--- src/rtl/sv32_walker.sv ---
module sv32_walker #(
  parameter longint unsigned MEM_BYTES = 64'd16777216
) (
  input  logic        clk,
  input  logic        rst_n,
  input  logic        req_valid,
  output logic        req_ready,
  input  logic [31:0] req_vaddr,
  input  logic [1:0]  req_acc,
  input  logic [31:0] satp,
  output logic        mem_req_valid,
  output logic [33:0] mem_req_addr,
  input  logic        mem_rsp_valid,
  input  logic [31:0] mem_rsp_data,
  output logic        rsp_valid,
  output logic        rsp_fault,
  output logic        rsp_bare,
  output logic        rsp_super,
  output logic [33:0] rsp_paddr,
  output logic [31:0] rsp_pte,
  output logic [1:0]  rsp_acc
);

  localparam longint unsigned NUM_PAGES = MEM_BYTES >> 12;

  typedef enum logic [1:0] {S_IDLE, S_FETCH, S_WAIT, S_DONE} st_t;

  st_t         st;
  logic [31:0] va_q;
  logic        lvl_q;
  logic [21:0] tbl_q;

  function automatic logic ppn_ok(input logic [21:0] p);
    return 64'(p) < NUM_PAGES;
  endfunction

  wire [3:0]  xwrv    = mem_rsp_data[3:0];
  wire        is_ptr  = xwrv == 4'b0001;
  wire        is_rsv  = xwrv[0] && xwrv[2] && !xwrv[1];
  wire        is_leaf = xwrv[0] && !is_ptr && !is_rsv;
  wire        misal   = lvl_q && (mem_rsp_data[19:10] != 10'd0);
  wire [9:0]  vpn     = lvl_q ? va_q[31:22] : va_q[21:12];
  wire        root_ok = ppn_ok(satp[21:0]);

  assign req_ready     = st == S_IDLE;
  assign rsp_valid     = st == S_DONE;
  assign mem_req_valid = st == S_FETCH;
  assign mem_req_addr  = {tbl_q, 12'b0} + {22'b0, vpn, 2'b00};

  always_ff @(posedge clk or negedge rst_n) begin
    if (!rst_n) begin
      st        <= S_IDLE;
      va_q      <= '0;
      lvl_q     <= 1'b1;
      tbl_q     <= '0;
      rsp_fault <= 1'b0;
      rsp_bare  <= 1'b0;
      rsp_super <= 1'b0;
      rsp_paddr <= '0;
      rsp_pte   <= '0;
      rsp_acc   <= '0;
    end else begin
      case (st)
        S_IDLE: if (req_valid) begin
          va_q      <= req_vaddr;
          rsp_acc   <= req_acc;
          lvl_q     <= 1'b1;
          tbl_q     <= satp[21:0];
          rsp_pte   <= '0;
          rsp_super <= 1'b0;
          rsp_bare  <= !satp[31];
          rsp_paddr <= satp[31] ? 34'd0 : {2'b00, req_vaddr};
          rsp_fault <= satp[31] && !root_ok;
          st        <= (satp[31] && root_ok) ? S_FETCH : S_DONE;
        end
        S_FETCH: st <= S_WAIT;
        S_WAIT: if (mem_rsp_valid) begin
          if (is_ptr && lvl_q && ppn_ok(mem_rsp_data[31:10])) begin
            tbl_q <= mem_rsp_data[31:10];
            lvl_q <= 1'b0;
            st    <= S_FETCH;
          end else begin
            st <= S_DONE;
            if (is_leaf && !misal) begin
              rsp_fault <= 1'b0;
              rsp_pte   <= mem_rsp_data;
              rsp_super <= lvl_q;
              rsp_paddr <= lvl_q ? {mem_rsp_data[31:20], va_q[21:0]}
                                 : {mem_rsp_data[31:10], va_q[11:0]};
            end else begin
              rsp_fault <= 1'b1;
            end
          end
        end
        default: st <= S_IDLE;
      endcase
    end
  end

  a_r1_bare_clean: assert property (@(posedge clk) disable iff (!rst_n)
    rsp_valid && rsp_bare |-> !rsp_fault && rsp_paddr[33:32] == 2'b00 && rsp_paddr[31:0] == va_q);

  a_r3_offset_kept: assert property (@(posedge clk) disable iff (!rst_n)
    rsp_valid && !rsp_fault |-> rsp_paddr[11:0] == va_q[11:0]);

  a_r4_leaf_code: assert property (@(posedge clk) disable iff (!rst_n)
    rsp_valid && !rsp_fault && !rsp_bare |-> rsp_pte[0] && rsp_pte[3:1] != 3'b000 && !(rsp_pte[2] && !rsp_pte[1]));

  a_r6_super_aligned: assert property (@(posedge clk) disable iff (!rst_n)
    rsp_valid && rsp_super && !rsp_fault |-> rsp_pte[19:10] == 10'd0);

  a_r7_table_in_range: assert property (@(posedge clk) disable iff (!rst_n)
    mem_req_valid |-> 64'(mem_req_addr) < MEM_BYTES);

  a_r8_single_rsp: assert property (@(posedge clk) disable iff (!rst_n)
    rsp_valid |=> !rsp_valid && req_ready);

  a_r9_read_pulse: assert property (@(posedge clk) disable iff (!rst_n)
    mem_req_valid |=> !mem_req_valid);

endmodule

--- config.mk ---
export PLATFORM = sky130hd
export DESIGN_NAME = sv32_walker
export DESIGN_NICKNAME = d
export VERILOG_FILES = /design/src/rtl/sv32_walker.sv
export SDC_FILE = /design/constraint.sdc
export NUM_CORES = 1
export LEC_CHECK = 0
export BUFFER_PORTS_ARGS = -buffer_cell sky130_fd_sc_hd__buf_2
export CORE_MARGIN = 2
export CORE_UTILIZATION = 54
export DETAILED_ROUTE_END_ITERATION = 8
export PLACE_DENSITY = 0.95
export SLEW_MARGIN = 30
export SYNTH_ARGS = -nofsm -noshare
export SYNTH_HDL_FRONTEND = slang
export SYNTH_SLANG_ARGS = --single-unit
--- constraint.sdc ---
create_clock -name clk -period 6.7 [get_ports clk]
set_input_delay 1.34 -clock clk [delete_from_list [all_inputs] [get_ports clk]]
set_output_delay 1.34 -clock clk [all_outputs]
set_load 0.01 [all_outputs]
==> Yosys cells after proc, flatten, opt, wreduce, memory -nomap -nowiden <==
Cells that the tools add are included.
{ "word_totals": {"ff_bits": 128, "word_cells": 82} }
{ "classes": {"add_sub_neg": 1, "magnitude_cmp": 2, "eq_ne": 9, "muxes": 36, "reduce_logical": 24} }
{ "op_table": {"columns": ["operator", "n"], "rows": [
  ["$mux W32", 5],
  ["$mux W34", 4],
  ["$mux W22", 4],
  ["$pmux W34 S2", 1],
  ["$pmux W32 S2", 1],
  ["$lt A22 B13 Y1 const B", 2],
  ["$pmux W22 S2", 1],
  ["$add A34 B12 Y34", 1],
  ["$mux W1", 11],
  ["$logic_and A1 B1 Y1", 10],
  ["$mux W10", 1],
  ["$ne A2 B2 Y1 const B", 5],
  ["$reduce_bool A10 Y1", 1],
  ["$mux W2", 4],
  ["$reduce_and A4 Y1", 2],
  ["$logic_not A1 Y1", 6],
  ["$pmux W1 S2", 3],
  ["$pmux W2 S3", 1],
  ["$reduce_and A5 Y1", 1],
  ["$eq A2 B2 Y1 const B", 2],
  ["$eq A4 B1 Y1 const B", 1],
  ["$reduce_and A2 Y1", 2],
  ["$eq A2 B1 Y1 const B", 1],
  ["$logic_not A2 Y1", 1],
  ["$reduce_bool A2 Y1", 1]
]} }

==> Depth between registers and ports, before layout <==
Gate-level depths: netlist of the first run.
{ "depth": {"depth_word": 9, "mapped_depth": 7} }

==> Worst setup path after synthesis of the first run <==
OpenSTA, ideal clock, no wires.
{ "synth_path": {"path_kind": "register to output", "startpoint": "reg lvl_q", "endpoint": "out mem_req_addr[10]", "t_arrival_ns": 1.828, "setup_slack_ns": 3.532, "path_stages_with_launch": 5, "path_buffers": 3, "cell_sequence": "dfstp_2 -> buf_2 -> buf_1 -> clkbuf_1 -> mux2_2"} }
{ "synth_between": {"elab_chain_cells": 2} }
{ "synth_rtl": {"columns": ["item", "line_no", "text"], "rows": [
  ["start, declared", "30", "logic lvl_q;"],
  ["start signal, assigned", "54", "lvl_q <= 1'b1;"],
  ["start signal, assigned", "67", "lvl_q <= 1'b1;"],
  ["start signal, assigned", "80", "lvl_q <= 1'b0;"],
  ["$mux W10", "42", "wire [9:0] vpn = lvl_q ? va_q[31:22] : va_q[21:12];"],
  ["$add A34 B12 Y34", "48", "assign mem_req_addr = {tbl_q, 12'b0} + {22'b0, vpn, 2'b00};"],
  ["end, declared", "12", "output logic [33:0] mem_req_addr,"]
]} }
No other way between the ends.

==> Worst setup path after layout of the first run <==
{ "layout_path": {"startpoint": "in mem_rsp_data[15]", "endpoint": "reg rsp_pte[21]"} }
{ "layout_between": {"elab_chain_cells": 6} }
{ "layout_rtl": {"columns": ["item", "line_no", "text"], "rows": [
  ["start, declared", "14", "input logic [31:0] mem_rsp_data,"],
  ["parallel branches: the longest is 5 deep, another holds $lt A22 B13 Y1", null, null],
  ["$reduce_and A5 Y1 (no source line) *", null, null],
  ["end signal, assigned", "86", "rsp_pte <= mem_rsp_data;"],
  ["end, declared", "20", "output logic [31:0] rsp_pte,"]
]} }
Every way passes the cells marked *.
A chain may end at the register's enable or synchronous reset.

==> Implementation_results.wiki, run 1 <==
{| class="wikitable"
! Metric !! Value
|-
| Cell count after synthesis || 479
|-
| Via count of the first global-routing pass || 4614
|-
| Setup crit end kind || register
|-
| Die outline height || 109 um
|-
| Top Ports || 210
|-
| Multi-input combinational cell area || 2490 sq um
|-
| Router iterations before antenna repair || 4
|-
| Met1 global-route usage || 29.5%
|-
| GR Util met2 || 45.1%
|-
| Number of cell instances on the worst register-to-register path || 4
|-
| Max-slew violations || 0
|-
| Post-CTS Hold Fix Bufs || 0
|-
| End of the worst register-to-register path || tbl_q[6]
|-
| Maximum resistive drop on vdd || 263 uV
|-
| Critical path startpoint category || input port
|-
| Most common library cells after synthesis || 125 x sky130_fd_sc_hd__dfrtp_1, 74 x sky130_fd_sc_hd__mux2_2, 52 x sky130_fd_sc_hd__nand2_1, 31 x sky130_fd_sc_hd__mux2i_1, 27 x sky130_fd_sc_hd__mux2_4
|-
| Time the worst path needs with I/O delays and setup || 3860 ps
|-
| Average detailed-routed wire length per instance || 18.1 um
|-
| Total of max-cap violations || 0
|-
| Clock-pin slew reported for the worst setup and hold paths after clock tree synthesis || 50 ps
|-
| Area of the core || 10800 sq um
|-
| Cell at the root of the clock tree || sky130_fd_sc_hd__clkbuf_8
|-
| Final routed wirelength across all metal layers || 14800 um
|-
| Share of layout cells above drive strength 1 || 51.3%
|-
| GR Util All Layers || 25.7%
|-
| Total number of H-tree levels || 4
|-
| Maximum clock path buffer count || 2
|-
| DPL Wire Length || 10500 um
|-
| Critical setup path kind || input port to register
|-
| DR DRC count || 0
|-
| Dominant cells by area after synthesis || sky130_fd_sc_hd__dfrtp_1 53%, sky130_fd_sc_hd__mux2_2 14%, sky130_fd_sc_hd__mux2_4 6.8%
|-
| Count of port buffers added during placement || 198
|-
| Initial Utilization || 55.0%
|-
| Transition time at the pin with the least slew margin || 860 ps
|-
| Area added between synthesis and finish || 27.2%
|-
| Met3 Usage GRT || 8.97%
|-
| Number of distinct library cells after synthesis || 34
|-
| Most utilized layer in the global route result || met2
|-
| Setup Skew || 8.15 ps
|-
| CTS tree || yes
|-
| Synth top area share || 52.7%
|-
| Violation count after the first detailed-route iteration || 209
|-
| Period utilization || 57.6%
|-
| Initial antenna violation count || 0
|-
| Maximum number of pins on one net before global-route repair || 66
|-
| Net count reported at finish || 768
|-
| Count of yosys warnings during synthesis || 0
|-
| # Post-CTS Setup Buffers || 0
|-
| Worst endpoint required time || 7080 ps
|-
| Beginning of the worst register-to-register path || lvl_q
|-
| Total number of vias || 4439
|-
| DP Cell Count || 786
|-
| Crit path launch || mem_rsp_data[15]
|-
| Most instantiated flip-flop cell in the synthesis netlist || sky130_fd_sc_hd__dfrtp_1
|-
| Diodes inserted || 0
|-
| Number of instances resized during post-cts repair || 0
|-
| Final setup viols || 0
|-
| Share of synthesized area occupied by flip-flops and latches || 53.1%
|-
| Row cnt || 38
|-
| Clock buffers created by TritonCTS || 17
|-
| Async set-or-reset flop fraction in the synthesized netlist || 100%
|-
| Count of flip-flops with a built-in enable after synthesis || 0
|-
| Slack of the worst reg-to-reg path || 3890 ps
|-
| LEAKAGE || 3.94 nW
|-
| Setup TNS || 0 ps
|-
| Count of non-filler cells in the finished layout || 818
|-
| Netlist area before placement || 5940 sq um
|-
| Synthesis-stage register bit count || 126
|-
| Register area || 3150 sq um
|-
| Normalized max-slew margin || 42.7%
|-
| Capturing instance or port of the critical path || rsp_pte[21]
|-
| Placer congestion estimate || 0.871
|-
| CTS sink cnt || 126
|-
| Biggest fanout along the worst timing path || 47
|-
| Ratio of routed vias to standard cells || 5.43
|-
| Wire length of the first global-routing pass || 23000 um
|-
| Top cell type by total area after synthesis || sky130_fd_sc_hd__dfrtp_1
|-
| Outcome || completed
|-
| FILL cells || 737
|-
| Unrepaired setup endpoints after global routing || false
|-
| Avg Cell Area, Syn || 12.4 sq um
|-
| Power density over the cells || 505 nW/um^2
|-
| Arrival time of data at the critical path endpoint || 4240 ps
|-
| Insertion delay to the later sink of the worst-skew pair || 510 ps
|-
| Max frequency || 0.259 GHz
|-
| Worst min path class || register to register
|-
| Number of antenna-violating nets in the routed design || 0
|-
| Final Hold Viols || 0
|-
| Die X || 109 um
|-
| Remaining Overflow, GRT || 0
|-
| Die area || 11800 sq um
|-
| Cell with the most instances after synthesis || sky130_fd_sc_hd__dfrtp_1
|}
-- critical path, cell delays in order --
cell	delay (ps)
sky130_fd_sc_hd__buf_2	120
sky130_fd_sc_hd__or4_1	520
sky130_fd_sc_hd__nor4_1	510
sky130_fd_sc_hd__o221a_4	890
sky130_fd_sc_hd__buf_4	440
sky130_fd_sc_hd__mux2_2	380
-- metal layers --
metal  routed length (um)  vias up  share of wire (%)
met5                    0        -                  0
met3                 1210       19                8.1
li1                     -     2028                  -
met2                 7540      201                 51
met1                 5860     2191                 40
met4                  223        0                1.5
-- placed cells by master, fill, tap and decap left out, types with 10 or more instances in the layout --
cell type,netlist,final
sky130_fd_sc_hd__inv_1,23,22
sky130_fd_sc_hd__clkbuf_16,0,16
sky130_fd_sc_hd__nand3_1,10,10
sky130_fd_sc_hd__nand2_1,52,52
sky130_fd_sc_hd__a22o_1,10,10
sky130_fd_sc_hd__a21o_1,15,15
sky130_fd_sc_hd__mux2_4,27,27
sky130_fd_sc_hd__a31o_2,10,10
sky130_fd_sc_hd__mux2i_1,31,31
sky130_fd_sc_hd__mux2_2,74,74
sky130_fd_sc_hd__dfrtp_1,125,125
sky130_fd_sc_hd__o21ai_0,14,14
sky130_fd_sc_hd__and2_1,14,13
sky130_fd_sc_hd__buf_2,3,197
sky130_fd_sc_hd__nor2_1,14,14
-- registers in the layout, summed over array words and instances, names as in the netlist --
signal     flops
rsp_pte       30
rsp_fault      1
va_q          32
rsp_paddr     34
rsp_super      1
rsp_acc        2
tbl_q         22
rsp_bare       1
lvl_q          1
st             2
-- final cells by class --
cell class              instances  share of cell area, %
clock buffers                  25                   6.28
clock inverters                 6                   1.43
inverters                      23                   1.14
multi-input cells             295                   33.1
flip-flops and latches        126                   41.8
well taps                     140                   2.32
repair buffers                203                   14.0
-- logic make-up after synthesis --
group	count (synthesis)	synth area share (%)
multiplexers	133	26.3
flip-flops	126	53.1
buffers and inverters	59	5.23
AND/OR/NAND/NOR	105	8.28
other	1	0.0632
AO/OA/AOI/OAI	55	7.00
-- stage by stage --
step / hold WS (ps) / utilization, % / cell area [sq um] / power (mW) / setup WS (ps)
after global placement: 479 / 64.3 / 6940 / 2.80 / 2270
after floorplan: 475 / - / 5940 / 2.38 / 3530
after global routing: 508 / 69.9 / 7550 / 4.04 / 2730
after CTS: 500 / 69.7 / 7520 / 3.82 / 2790
final: 496 / 69.9 / 7550 / 3.81 / 2840
after detailed placement: 483 / 64.3 / 6940 / 2.89 / 2250
-- power breakdown --
part           leakage (nW)  switching, mW  internal (mW)  total (mW)
clock                 0.282          0.317          0.594       0.911
sequential             1.57          0.228           1.10        1.33
combinational          2.09          0.753          0.818        1.57
-- how the worst min path moves through the flow --
stage | startpoint | endpoint | cells past startpoint
final | tbl_q[15] | tbl_q[15] | 1
after global routing | tbl_q[15] | tbl_q[15] | 1
after global placement | tbl_q[19] | tbl_q[19] | 1
after detailed placement | tbl_q[16] | tbl_q[16] | 1
after floorplan | va_q[22] | va_q[22] | 1
after CTS | tbl_q[15] | tbl_q[15] | 1
Note: power is estimated with default switching activity, not from simulation.
==> inputs of run 2 (changes only) <==
Settings changed: ABC_AREA set to 1, CORE_UTILIZATION 54 to 46, PLACE_DENSITY 0.95 to 0.89.
Clock period 6.7 ns to 3.2 ns, I/O delays scaled along.
==> Implementation_results.wiki, run 2 <==
{| class="wikitable"
! Metric !! Value
|-
| Outcome || completed
|-
| Synth top area share || 51.8% (-0.94 points)
|-
| Die outline height || 119 um (+9.0%)
|-
| Wire length of the first global-routing pass || 28600 um (+25%)
|-
| Period utilization || 78.8%
|-
| Ratio of routed vias to standard cells || 5.10 (-6.1%)
|-
| Crit-path most repeated cell || sky130_fd_sc_hd__nand2_1
|-
| Buffer and inverter count on the worst path || 3 (+1)
|-
| Total of max-cap violations || 0 (unchanged)
|-
| Async set-or-reset flop fraction in the synthesized netlist || 100% (unchanged)
|-
| Cell with the most instances after synthesis || sky130_fd_sc_hd__nand2_1
|-
| Power after layout || 8.24 mW (+120%)
|-
| Most common library cells after synthesis || 330 x sky130_fd_sc_hd__nand2_1, 125 x sky130_fd_sc_hd__dfrtp_1, 78 x sky130_fd_sc_hd__nand3_1, 65 x sky130_fd_sc_hd__o21ai_0, 45 x sky130_fd_sc_hd__inv_1
|-
| CP delay by family, top || flip-flops
|-
| CTS sink cnt || 126 (unchanged)
|-
| Avg Cell Area, Syn || 7.72 sq um (-38%)
|-
| Largest registers in the final layout || rsp_paddr x34, va_q x32, rsp_pte x30
|-
| Transition time at the pin with the least slew margin || 827 ps (-32.4 ps)
|-
| DPL Wire Length || 12300 um (+17%)
|-
| Critical path cell sequence || inv_1 -> buf_4 -> nand2_1 -> nand2_1 -> buf_2
|-
| Setup Skew || 7.21 ps (-0.945 ps)
|-
| Most frequent cells in the layout || 329 x sky130_fd_sc_hd__nand2_1, 197 x sky130_fd_sc_hd__buf_2, 125 x sky130_fd_sc_hd__dfrtp_1
|-
| Clock-pin slew reported for the worst setup and hold paths after clock tree synthesis || 60 ps (about the same)
|-
| Synthesis-stage register bit count || 126 (unchanged)
|-
| Share of layout cells above drive strength 1 || 26.0% (-25 points)
|-
| Share of synthesized area occupied by flip-flops and latches || 52.2% (-0.95 points)
|-
| GR Util All Layers || 25.8% (+0.028 points)
|-
| Critical path startpoint category || register
|-
| Post-layout utilization of the core || 61.2% (-8.7 points)
|-
| Placer congestion estimate || 0.880 (+1.0%)
|-
| Post-route standard cell area excluding fillers || 7780 sq um (+3.1%)
|-
| Clock buffers created by TritonCTS || 17 (unchanged)
|-
| Router iterations before antenna repair || 5 (+1)
|-
| Count of yosys warnings during synthesis || 0 (unchanged)
|-
| DR DRC count || 0 (unchanged)
|-
| Initial Utilization || 47.5% (-7.5 points)
|-
| Slack of the worst reg-to-reg path || 730 ps (-3160 ps)
|-
| Average detailed-routed wire length per instance || 15.4 um (-15%)
|-
| Total number of vias || 5844 (+32%)
|-
| Hold WS || 185 ps (-311 ps)
|-
| Setup crit end kind || output pin
|-
| Max FFs per register || 34 (unchanged)
|-
| Worst min path class || input port to asynchronous set/reset pin
|-
| Die area || 14100 sq um (+19%)
|-
| Most instantiated flip-flop cell in the synthesis netlist || sky130_fd_sc_hd__dfrtp_1
|-
| Normalized max-slew margin || 44.8% (+2.1 points)
|-
| Area of the core || 12700 sq um (+18%)
|-
| Setup slack after layout || 680 ps (-2160 ps)
|-
| Cell at the root of the clock tree || sky130_fd_sc_hd__clkbuf_16
|-
| Count of non-filler cells in the finished layout || 1147 (+40%)
|-
| Most common library cell in the layout ignoring fill and taps || sky130_fd_sc_hd__nand2_1
|-
| Maximum clock path buffer count || 2 (unchanged)
|-
| Crit path launch || lvl_q
|-
| Unrepaired setup endpoints after global routing || false
|-
| Remaining Overflow, GRT || 0 (unchanged)
|-
| Cell count after synthesis || 783 (+63%)
|-
| Max-slew violations || 0 (unchanged)
|-
| Number of distinct library cells after synthesis || 23 (-32%)
|-
| LEAKAGE || 4.45 nW (+13%)
|-
| Total number of H-tree levels || 4 (unchanged)
|-
| Beginning of the worst register-to-register path || lvl_q
|-
| Netlist area before placement || 6040 sq um (+1.8%)
|-
| Net count reported at finish || 1062 (+38%)
|-
| Row cnt || 41 (+7.9%)
|-
| Initial antenna violation count || 2 (+2)
|-
| Insertion delay to the later sink of the worst-skew pair || 410 ps (-100 ps)
|-
| Die X || 119 um (+9.0%)
|-
| CTS tree || yes
|-
| Time the worst path needs with I/O delays and setup || 2520 ps
|-
| Top cell type by total area after synthesis || sky130_fd_sc_hd__dfrtp_1
|-
| Placed instance area || 7130 sq um (+2.7%)
|-
| Final Hold Viols || 0 (unchanged)
|-
| Area added between synthesis and finish || 28.8%
|-
| Critical setup path kind || register to output pin
|-
| Maximum resistive drop on vdd || 462 uV (+75%)
|-
| Master of the slowest instance on the critical path || sky130_fd_sc_hd__dfstp_2
|-
| Worst setup slack before clock tree synthesis || 766 ps (-1480 ps)
|-
| Worst stage delay on the critical path || 750 ps (-140 ps)
|-
| Biggest fanout along the worst timing path || 22 (-53%)
|-
| Number of instances resized during post-cts repair || 0 (unchanged)
|-
| Max frequency || 0.397 GHz
|-
| Violation count after the first detailed-route iteration || 590 (+180%)
|-
| Setup TNS || 0 ps (unchanged)
|-
| Worst endpoint required time || 2560 ps (-4520 ps)
|-
| Count of port buffers added during placement || 198 (unchanged)
|-
| Arrival time of data at the critical path endpoint || 1880 ps (-2360 ps)
|-
| # Post-CTS Setup Buffers || 0 (unchanged)
|-
| DP Cell Count || 1113 (+42%)
|-
| Dominant cells by area after synthesis || sky130_fd_sc_hd__dfrtp_1 52%, sky130_fd_sc_hd__nand2_1 20%, sky130_fd_sc_hd__nand3_1 6.5%
|-
| Register with the highest flop count || rsp_paddr
|-
| Via count of the first global-routing pass || 5573 (+21%)
|-
| Post-CTS Hold Fix Bufs || 0 (unchanged)
|-
| Final setup viols || 0 (unchanged)
|-
| Final routed wirelength across all metal layers || 17700 um (+19%)
|-
| Count of flip-flops with a built-in enable after synthesis || 0 (unchanged)
|-
| Top Ports || 210 (unchanged)
|-
| Number of antenna-violating nets in the routed design || 0 (unchanged)
|-
| Maximum number of pins on one net before global-route repair || 67 (+1.5%)
|-
| Power density over the cells || 1060 nW/um^2 (+110%)
|}
## run 2: layout make-up
type	count	area, sq um
Antenna cell	2	5.00
Inverter	49	184
Multi-Input combinational cell	555	2450
Sequential cell	126	3150
Timing Repair Buffer	211	1120
Fill cell	1173	4940
Clock inverter	12	216
Clock buffer	20	437
Tap cell	172	215
## run 2: worst register-to-register path, delay by kind of cell, from the launching register on
family	cells	cell delay (ps)
buf+inv	2	330
flops	1	750
simple gates	8	1250
## run 2: power by group
part           switching (mW)  internal, mW
Sequential              0.398          2.27
Combinational            2.27          1.16
Clock                   0.694          1.46
Total                    3.36          4.89
## run 2: kinds of logic after synthesis
family | synth area share, %
simple gates | 33.3
flops | 52.2
buf+inv | 7.64
compound gates | 6.85
other cells | 0.0621
## run 2: worst paths after layout
check | cells after the start | end
max | 5 | mem_req_addr[3]
min | 1 | rsp_paddr[9]
max reg2reg | 10 | tbl_q[1]
min reg2reg | 2 | rsp_paddr[26]
max in group asynchronous | 2 | rsp_pte[29]
min in group clk | 3 | rsp_acc[1]
## run 2: per-layer routing
metal	up-vias	GRT usage [%]	share of wire [%]
met5	-	0	0.062
met4	2	10.2	2.5
met3	38	8.49	9.3
met2	265	39.5	46
met1	2715	33.7	42
li1	2824	-	-
==> inputs of run 3 (changes only) <==
Clock period 3.2 ns to 2.1 ns, I/O delays scaled along.
==> Implementation_results.wiki, run 3 (synthesized netlist as in run 2, its figures left out) <==
{| class="wikitable"
! Metric !! Value
|-
| Hold WS || 208 ps (+23.9 ps)
|-
| DP Cell Count || 1120 (+0.63%)
|-
| Max frequency || 0.520 GHz
|-
| Count of port buffers added during placement || 198 (unchanged)
|-
| Period utilization || 91.7%
|-
| Max FFs per register || 34 (unchanged)
|-
| Setup TNS || 0 ps (unchanged)
|-
| Violation count after the first detailed-route iteration || 674 (+14%)
|-
| Count of non-filler cells in the finished layout || 1153 (+0.52%)
|-
| Insertion delay to the later sink of the worst-skew pair || 410 ps (about the same)
|-
| Critical path startpoint category || register
|-
| Unrepaired setup endpoints after global routing || false
|-
| Cell at the root of the clock tree || sky130_fd_sc_hd__clkbuf_16
|-
| Arrival time of data at the critical path endpoint || 1500 ps (-380 ps)
|-
| Master of the slowest instance on the critical path || sky130_fd_sc_hd__dfstp_2
|-
| DPL Wire Length || 12500 um (+1.8%)
|-
| Number of antenna-violating nets in the routed design || 0 (unchanged)
|-
| Post-route standard cell area excluding fillers || 7820 sq um (+0.47%)
|-
| Post-layout utilization of the core || 61.5% (+0.29 points)
|-
| DR DRC count || 0 (unchanged)
|-
| Worst min path class || input port to register
|-
| Post-CTS Hold Fix Bufs || 1 (+1)
|-
| Row cnt || 41 (unchanged)
|-
| Net count reported at finish || 1070 (+0.75%)
|-
| Number of instances resized during post-cts repair || 0 (unchanged)
|-
| Critical setup path kind || register to output pin
|-
| Total number of H-tree levels || 4 (unchanged)
|-
| Crit-path most repeated cell || sky130_fd_sc_hd__nand2_1
|-
| Normalized max-slew margin || 62.9% (+18 points)
|-
| Maximum resistive drop on vdd || 818 uV (+77%)
|-
| Setup slack after layout || 175 ps (-505 ps)
|-
| Final Hold Viols || 0 (unchanged)
|-
| Initial antenna violation count || 2 (unchanged)
|-
| Placer congestion estimate || 0.889 (+0.94%)
|-
| Die area || 14100 sq um (unchanged)
|-
| Area added between synthesis and finish || 29.4%
|-
| Register with the highest flop count || rsp_paddr
|-
| Total number of vias || 5881 (+0.63%)
|-
| Clock buffers created by TritonCTS || 17 (unchanged)
|-
| Ratio of routed vias to standard cells || 5.10 (+0.11%)
|-
| Maximum number of pins on one net before global-route repair || 67 (unchanged)
|-
| Worst endpoint required time || 1680 ps (-880 ps)
|-
| Most frequent cells in the layout || 329 x sky130_fd_sc_hd__nand2_1, 197 x sky130_fd_sc_hd__buf_2, 125 x sky130_fd_sc_hd__dfrtp_1
|-
| GR Util All Layers || 25.7% (-0.045 points)
|-
| Total of max-cap violations || 0 (unchanged)
|-
| Wire length of the first global-routing pass || 28700 um (+0.22%)
|-
| Post-Route M1 WL || 7310 um (-0.75%)
|-
| Outcome || completed
|-
| Placed instance area || 7220 sq um (+1.3%)
|-
| Routed length on met3 || 1580 um (-3.5%)
|-
| Biggest fanout along the worst timing path || 20 (-9.1%)
|-
| LEAKAGE || 4.47 nW (+0.60%)
|-
| Remaining Overflow, GRT || 0 (unchanged)
|-
| Time the worst path needs with I/O delays and setup || 1920 ps
|-
| Most common library cell in the layout ignoring fill and taps || sky130_fd_sc_hd__nand2_1
|-
| Die outline height || 119 um (unchanged)
|-
| Power after layout || 12.3 mW (+49%)
|-
| Router iterations before antenna repair || 5 (unchanged)
|-
| Maximum clock path buffer count || 2 (unchanged)
|-
| Worst setup slack before clock tree synthesis || 281 ps (-484 ps)
|-
| Final setup viols || 0 (unchanged)
|-
| Initial Utilization || 47.5% (unchanged)
|-
| CTS tree || yes
|-
| FILL cells || 1138 (-3.0%)
|-
| # Post-CTS Setup Buffers || 0 (unchanged)
|-
| Largest registers in the final layout || rsp_paddr x34, va_q x32, rsp_pte x30
|-
| Top routing layer in use || met5
|-
| Setup Skew || 4.02 ps (-3.18 ps)
|-
| Power density over the cells || 1580 nW/um^2 (+49%)
|-
| Clock-pin slew reported for the worst setup and hold paths after clock tree synthesis || 50 ps (about the same)
|-
| Critical path cell sequence || inv_1 -> buf_4 -> nand2_1 -> nand2_1 -> buf_2
|-
| Die X || 119 um (unchanged)
|-
| Final routed wirelength across all metal layers || 17500 um (-0.81%)
|-
| Via count of the first global-routing pass || 5699 (+2.3%)
|-
| Area of the core || 12700 sq um (unchanged)
|-
| Transition time at the pin with the least slew margin || 557 ps (-270 ps)
|-
| WL met2 || 8130 um (-1.1%)
|-
| Worst stage delay on the critical path || 520 ps (-230 ps)
|-
| Share of layout cells above drive strength 1 || 26.3% (+0.32 points)
|-
| CTS sink cnt || 126 (unchanged)
|-
| Top Ports || 210 (unchanged)
|-
| Average detailed-routed wire length per instance || 15.2 um (-1.3%)
|-
| Max-slew violations || 0 (unchanged)
|-
| Setup crit end kind || output pin
|}
run 3: cell type report:
| class | count | area (sq um) | share of cell area, % |
|---|---|---|---|
| tap | 172 | 215 | 2.75 |
| sequential | 126 | 3150 | 40.3 |
| clock inverter | 7 | 110 | 1.41 |
| inverter | 49 | 184 | 2.35 |
| multi-input combinational | 555 | 2450 | 31.4 |
| timing repair buffer | 219 | 1220 | 15.6 |
| antenna | 1 | 2.50 | 0.0320 |
| clock buffer | 24 | 482 | 6.16 |
run 3: power by group:
| group | switching, mW | internal [mW] | leakage, nW |
|---|---|---|---|
| Combinational | 3.48 | 1.88 | 2.57 |
| Sequential | 0.549 | 3.45 | 1.61 |
| Clock | 1.01 | 1.95 | 0.294 |
run 3: worst max-delay path, delay by kind of cell (launching register included):
kind	cells	cell delay, ps
and+or+nand+nor	2	160
DFF	1	520
buffers and inverters	3	420
run 3: final timing paths:
path / from / depth (start not counted) / slack, ps / end
worst max-delay path: lvl_q / 5 / 180 / mem_req_addr[9]
worst min-delay path: req_acc[0] / 3 / 210 / rsp_acc[0]
worst max register to register: st[0] / 8 / 280 / rsp_pte[17]
worst min register to register: rsp_paddr[24] / 2 / 460 / rsp_paddr[24]
max in group asynchronous: rst_n / 3 / 940 / lvl_q
min in group asynchronous: rst_n / 2 / 550 / va_q[9]
run 3: metal layers:
| metal | GRT usage (%) | vias to the layer above |
|---|---|---|
| li1 | - | 2838 |
| met1 | 33.6 | 2738 |
| met2 | 39.5 | 264 |
| met3 | 7.96 | 39 |
| met4 | 11.0 | 2 |
| met5 | 0 | - |
